[config.mk]
export PLATFORM = sky130hd
export DESIGN_NAME = blkdma_top
export DESIGN_NICKNAME = d
export VERILOG_FILES = /design/src/rtl/blkdma_pkg.sv /design/src/rtl/blkdma_cpu_port.sv /design/src/rtl/blkdma_engine.sv /design/src/rtl/blkdma_bus_drive.sv /design/src/rtl/blkdma_top.sv
export SDC_FILE = /design/constraint.sdc
export NUM_CORES = 1
export LEC_CHECK = 0
export ABC_AREA = 0
export BUFFER_PORTS_ARGS = -buffer_cell sky130_fd_sc_hd__clkbuf_2
export CAP_MARGIN = 30
export CORE_UTILIZATION = 38
export DETAILED_ROUTE_END_ITERATION = 12
export PLACE_DENSITY_LB_ADDON = 0.1
export SYNTH_ARGS = -nofsm -noshare
export SYNTH_HDL_FRONTEND = slang
export SYNTH_SLANG_ARGS = --single-unit
[constraint.sdc]
create_clock -name clk -period 3.4 [get_ports clk]
set_input_delay 0.17 -clock clk [delete_from_list [all_inputs] [get_ports clk]]
set_output_delay 0.17 -clock clk [all_outputs]
set_load 0.02 [all_outputs]
[src/rtl/blkdma_pkg.sv]
package blkdma_pkg;

    typedef enum logic [1:0] {
        ST_IDLE  = 2'd0,
        ST_READY = 2'd1,
        ST_XFER  = 2'd2,
        ST_HOLD  = 2'd3
    } dma_state_e;

    localparam logic [1:0] SEL_ADDR  = 2'b00;
    localparam logic [1:0] SEL_COUNT = 2'b01;
    localparam logic [1:0] SEL_CTRL  = 2'b10;

    // control write fields
    localparam int CTRL_DIR  = 0;
    localparam int CTRL_GO   = 1;
    // control read fields
    localparam int CTRL_BUSY = 1;
    localparam int CTRL_IRQ  = 2;

endpackage

[src/rtl/blkdma_cpu_port.sv]
module blkdma_cpu_port
    import blkdma_pkg::*;
#(
    parameter int AW = 16,
    parameter int CW = 16,
    parameter int DW = 16
) (
    input  logic          dma_sel,
    input  logic [1:0]    reg_sel,
    input  logic          cpu_rd,
    input  logic          cpu_wr,
    input  logic          bus_grant,
    input  logic [AW-1:0] cur_addr,
    input  logic [CW-1:0] cur_cnt,
    input  logic          cur_dir,
    input  logic          cur_busy,
    input  logic          cur_irq,
    output logic          wr_addr,
    output logic          wr_cnt,
    output logic          wr_ctrl,
    output logic [DW-1:0] rdata,
    output logic          rdata_en
);

    logic access_ok;

    // register port is only open while the CPU owns the bus
    assign access_ok = dma_sel && !bus_grant;
    assign wr_addr   = access_ok && cpu_wr && (reg_sel == SEL_ADDR);
    assign wr_cnt    = access_ok && cpu_wr && (reg_sel == SEL_COUNT);
    assign wr_ctrl   = access_ok && cpu_wr && (reg_sel == SEL_CTRL);
    assign rdata_en  = access_ok && cpu_rd;

    always_comb begin
        rdata = '0;
        if (rdata_en) begin
            case (reg_sel)
                SEL_ADDR:  rdata[AW-1:0] = cur_addr;
                SEL_COUNT: rdata[CW-1:0] = cur_cnt;
                SEL_CTRL: begin
                    rdata[CTRL_DIR]  = cur_dir;
                    rdata[CTRL_BUSY] = cur_busy;
                    rdata[CTRL_IRQ]  = cur_irq;
                end
                default:   rdata = '0;
            endcase
        end
    end

endmodule

[src/rtl/blkdma_engine.sv]
module blkdma_engine
    import blkdma_pkg::*;
#(
    parameter int AW = 16,
    parameter int CW = 16,
    parameter int DW = 16
) (
    input  logic          clk,
    input  logic          rst_n,
    input  logic          wr_addr,
    input  logic          wr_cnt,
    input  logic          wr_ctrl,
    input  logic [DW-1:0] wdata,
    input  logic          bus_grant,
    input  logic          periph_req,
    output dma_state_e    state,
    output logic [AW-1:0] addr,
    output logic [CW-1:0] cnt,
    output logic          dir,
    output logic          active,
    output logic          irq
);

    localparam logic [AW-1:0] ADDR_STEP = AW'(1);
    localparam logic [CW-1:0] CNT_STEP  = CW'(1);
    localparam logic [CW-1:0] CNT_ZERO  = '0;

    typedef struct packed {
        dma_state_e    st;
        logic [AW-1:0] addr;
        logic [CW-1:0] cnt;
        logic          dir;
        logic          active;
        logic          irq;
    } eng_t;

    eng_t          r_q, r_d;
    logic [CW-1:0] cnt_next_q;

    assign cnt_next_q = r_q.cnt - CNT_STEP;

    always_comb begin
        r_d = r_q;

        case (r_q.st)
            ST_READY: begin
                if (bus_grant && periph_req) begin
                    r_d.st = ST_XFER;
                end
            end
            ST_XFER: begin
                // a word completes only while the bus is actually held
                if (bus_grant) begin
                    r_d.addr = r_q.addr + ADDR_STEP;
                    r_d.cnt  = cnt_next_q;
                    if (cnt_next_q == CNT_ZERO) begin
                        r_d.st     = ST_IDLE;
                        r_d.active = 1'b0;
                        r_d.irq    = 1'b1;
                    end else begin
                        r_d.st = ST_HOLD;
                    end
                end
            end
            ST_HOLD: begin
                if (!periph_req) begin
                    r_d.st = ST_READY;
                end
            end
            default: r_d.st = r_q.st;
        endcase

        if (wr_addr) begin
            r_d.addr = wdata[AW-1:0];
        end
        if (wr_cnt) begin
            r_d.cnt = wdata[CW-1:0];
        end
        if (wr_ctrl) begin
            r_d.dir = wdata[CTRL_DIR];
            r_d.irq = 1'b0;
            if (wdata[CTRL_GO]) begin
                if (r_q.cnt == CNT_ZERO) begin
                    r_d.irq    = 1'b1;
                    r_d.active = 1'b0;
                    r_d.st     = ST_IDLE;
                end else begin
                    r_d.active = 1'b1;
                    r_d.st     = ST_READY;
                end
            end
        end
    end

    always_ff @(posedge clk or negedge rst_n) begin
        if (!rst_n) begin
            r_q <= '0;
        end else begin
            r_q <= r_d;
        end
    end

    assign state  = r_q.st;
    assign addr   = r_q.addr;
    assign cnt    = r_q.cnt;
    assign dir    = r_q.dir;
    assign active = r_q.active;
    assign irq    = r_q.irq;

endmodule

[src/rtl/blkdma_bus_drive.sv]
module blkdma_bus_drive
    import blkdma_pkg::*;
#(
    parameter int AW = 16
) (
    input  dma_state_e    state,
    input  logic          dir,
    input  logic [AW-1:0] addr,
    input  logic          bus_grant,
    output logic [AW-1:0] mem_addr,
    output logic          mem_rd,
    output logic          mem_wr,
    output logic          periph_ack
);

    logic cycle_live;

    assign cycle_live = (state == ST_XFER) && bus_grant;
    assign mem_addr   = bus_grant ? addr : '0;
    assign mem_rd     = cycle_live && !dir;
    assign mem_wr     = cycle_live && dir;
    assign periph_ack = cycle_live;

endmodule

[src/rtl/blkdma_top.sv]
module blkdma_top
    import blkdma_pkg::*;
#(
    parameter int AW = 16,
    parameter int CW = 16,
    parameter int DW = 16
) (
    input  logic          clk,
    input  logic          rst_n,
    input  logic          dma_sel,
    input  logic [1:0]    reg_sel,
    input  logic          cpu_rd,
    input  logic          cpu_wr,
    input  logic [DW-1:0] cpu_wdata,
    output logic [DW-1:0] cpu_rdata,
    output logic          cpu_rdata_en,
    input  logic          bus_grant,
    output logic          bus_req,
    output logic [AW-1:0] mem_addr,
    output logic          mem_rd,
    output logic          mem_wr,
    input  logic          periph_req,
    output logic          periph_ack,
    output logic          irq
);

    logic          wr_addr, wr_cnt, wr_ctrl;
    dma_state_e    eng_state;
    logic [AW-1:0] eng_addr;
    logic [CW-1:0] eng_cnt;
    logic          eng_dir, eng_active, eng_irq;

    blkdma_cpu_port #(.AW(AW), .CW(CW), .DW(DW)) u_port (
        .dma_sel   (dma_sel),
        .reg_sel   (reg_sel),
        .cpu_rd    (cpu_rd),
        .cpu_wr    (cpu_wr),
        .bus_grant (bus_grant),
        .cur_addr  (eng_addr),
        .cur_cnt   (eng_cnt),
        .cur_dir   (eng_dir),
        .cur_busy  (eng_active),
        .cur_irq   (eng_irq),
        .wr_addr   (wr_addr),
        .wr_cnt    (wr_cnt),
        .wr_ctrl   (wr_ctrl),
        .rdata     (cpu_rdata),
        .rdata_en  (cpu_rdata_en)
    );

    blkdma_engine #(.AW(AW), .CW(CW), .DW(DW)) u_engine (
        .clk        (clk),
        .rst_n      (rst_n),
        .wr_addr    (wr_addr),
        .wr_cnt     (wr_cnt),
        .wr_ctrl    (wr_ctrl),
        .wdata      (cpu_wdata),
        .bus_grant  (bus_grant),
        .periph_req (periph_req),
        .state      (eng_state),
        .addr       (eng_addr),
        .cnt        (eng_cnt),
        .dir        (eng_dir),
        .active     (eng_active),
        .irq        (eng_irq)
    );

    blkdma_bus_drive #(.AW(AW)) u_drive (
        .state      (eng_state),
        .dir        (eng_dir),
        .addr       (eng_addr),
        .bus_grant  (bus_grant),
        .mem_addr   (mem_addr),
        .mem_rd     (mem_rd),
        .mem_wr     (mem_wr),
        .periph_ack (periph_ack)
    );

    assign bus_req = eng_active;
    assign irq     = eng_irq;

endmodule

==> impl_metrics.toml <==
[floorplanning]
start_util = 0.392
dieArea_um2 = 7310
die_x_um = 85.5
fp.coreArea_um2 = 6760
pin_count = 63
die_h_um = 85.5
fp-row-count = 30

[power_and_ir_drop]
max-vdd-ir-drop_uv = 378
p_per_area_nw_per_um2 = 709
total_power_mw = 2.20
leakagePower_nw = 1.41

[synthesis]
synth_compound_area_frac = 0.203
synthMuxAreaShare = 0.0685
syn_area_um2 = 2650
synth-async-reset-ratio = 1.00
synthAdderAreaFrac = 0.0142
synth-seq-area-share = 0.350
yosys_register_bits = 37
synth_top_family_by_area = "simple AND/OR/NAND/NOR gates"
synth_fp_nets = 352
synth_area_per_cell_um2 = 8.17
ys_warn_count = 0
synth-edff-count = 0
synthXorXnorAreaFrac = 0.0165
synth-simple-area-share = 0.295
yosys.cell_types.count = 50
synth_ff_type = "dfrtp_1"
syn_inst = 324

[layout]
layout_common_cells = "clkbuf_2 (62), nand2_1 (38), nor2_1 (37), dfrtp_1 (37)"
antennaDiodeCount = 0
final_nets = 402
design_area_um2 = 3110
drive_above_1_share = 0.224
mostFrequentLayoutCell = "clkbuf_2"
syn_to_final_growth_pct = 17.3
final_util = 0.460

[grt]
first_global_vias = 2441
gr-total-overflow = 0
grt_pass1_wl_mm = 13.3
antenna_found_initial = 0
grt_max_degree = 28
grt_use_total = 0.237

[sta]
fin_tns_setup_ns = 0
worst_pin_slew_ns = 0.812
period_share = 0.672
finalMaxSlewViolations = 0
setup_viol = 0
fmax_mhz = 438
rsz0062_at_grt = "false"
skew_ns = 0.00548
min_period_ns = 2.28
hold_viol_final = 0
max_slew_margin = 0.454

[route]
ant_nets = 0
first_iter_violations = 235
drt_pass1_iterations = 5
route.detailed.drc = 0
vias = 2678
vias_per_cell = 5.89
wire_per_inst_um = 18.5
drt_wl_total_mm = 8.43

[placed_design]
io_buffers = 62
place_congestion = 0.833
dpl-instance-area_um2 = 3000
hpwl_mm = 6.32

[cts]
cts.repair.resized = 0
post_cts_buffers = 0
cts_buffer_depth = 2
cts_tree = "yes"
clk_pin_slew_ns = 0.08
h-tree-depth = 2
root_buffer = "clkbuf_8"
clkSinkCount = 37
clock_latency_ns = 0.29
holdBufCountCts = 1
cts-buffers-inserted = 5

[critical_path]
critPathTopFamily = "simple AND/OR/NAND/NOR gates"
crit_required_ns = 3.55
cpMaxStageDelayCell = "or4_4"
cp_max_fo = 11
cp-end-kind = "flip-flop"
cp-start-kind = "flip-flop"
cp_cell_sequence = "or4_4 > o31a_1 > nor4b_2 > and3_1 > a31oi_1"
cp_slowest_stage_delay_ns = 0.63
worstSetupPathType = "flip-flop to flip-flop"
crit_buf_inv = 0
arrival_ns = 2.43

[run]
drv_cap = 0

[hold_path]
hp-class = "input port to flip-flop"

[run_status]
status = "complete, no violations"
[cell usage after synthesis, drive strengths merged (4+ instances only)]
master | instances | area share
and2 | 17 | 0.040
xor2 | 4 | 0.013
a221o | 11 | 0.042
o21ai | 18 | 0.035
nand2 | 38 | 0.054
dfrtp | 37 | 0.35
o311ai | 6 | 0.020
a21o | 4 | 0.011
buf | 5 | 0.016
a31oi | 4 | 0.0095
nor2 | 37 | 0.052
a22oi | 6 | 0.017
mux2i | 17 | 0.064
inv | 6 | 0.0085
o211ai | 4 | 0.011
nor3 | 11 | 0.021
a21oi | 9 | 0.017
nor4 | 11 | 0.026
nand3 | 15 | 0.028
nand2b | 4 | 0.0095
clkbuf | 20 | 0.028
[path summary, 6_finish.rpt]
kind / startpoint / endpoint / slack, ns / cells past startpoint
worst max register to register: u_engine.cnt[3]$_DFFE_PN0P_ / u_engine.state[1]$_DFF_PN0_ / 1.12 / 5
worst max-delay path: u_engine.cnt[3]$_DFFE_PN0P_ / u_engine.state[1]$_DFF_PN0_ / 1.12 / 5
worst min-delay path: cpu_wdata[6] / u_engine.addr[6]$_DFFE_PN0P_ / 0.14 / 3
max in group asynchronous: rst_n / u_engine.addr[0]$_DFFE_PN0P_ / 2.61 / 3
worst min register to register: u_engine.cnt[14]$_DFFE_PN0P_ / u_engine.cnt[14]$_DFFE_PN0P_ / 0.58 / 1
min in group asynchronous: rst_n / u_engine.cnt[14]$_DFFE_PN0P_ / 0.32 / 2
[sequential cells by signal (all words and copies together) (netlist names)]
register and cells:
u_engine.cnt 16, u_engine.state 2, u_engine.addr 16, u_engine.active 1
u_engine.irq 1, u_engine.dir 1
[worst reg2reg max path, delay by kind of cell (launching register included)]
kind,cells,cell delay [ns]
AOI/OAI and AO/OA,2,0.42
and+or+nand+nor,3,1.21
DFF,1,0.51
[metrics by stage]
| step | instances | hold WS [ns] | setup slack [ns] |
|---|---|---|---|
| floorplan | 324 | -0.126 | 1.25 |
| global route | 455 | 0.131 | 0.930 |
| CTS | 455 | 0.131 | 1.13 |
| detailed placement | 446 | 0.104 | 1.15 |
| global placement | 445 | 0.382 | 1.19 |
| finish | 455 | 0.142 | 1.12 |
[layer usage]
metal	global-route usage	routed length, um
met1	0.352	4090
met2	0.364	3940
met3	0.0340	338
met4	0.0530	65
met5	0	0
[logic make-up (layout without fill, tap and decap cells)]
logic type      after synthesis  in the layout
simple gates                155            155
compound gates               75             75
flops                        37             37
buf+inv                      31             82
mux                          18             18
xor+xnor                      5              5
fa+ha+maj                     3              3
[layout make-up]
class,count,area [um2]
clock buffer,7,96.3
timing repair buffer,68,370
multi-input combinational,256,1590
sequential,37,926
inverter,6,22.5
clock inverter,1,5.00
tap,80,100
fill,710,3650
[where the power goes]
part	switching, mW	internal, mW	leakage [nW]
Combinational	0.528	0.393	0.893
Sequential	0.321	0.612	0.458
Clock	0.165	0.184	0.0542
(Power assumes the default switching activity.)
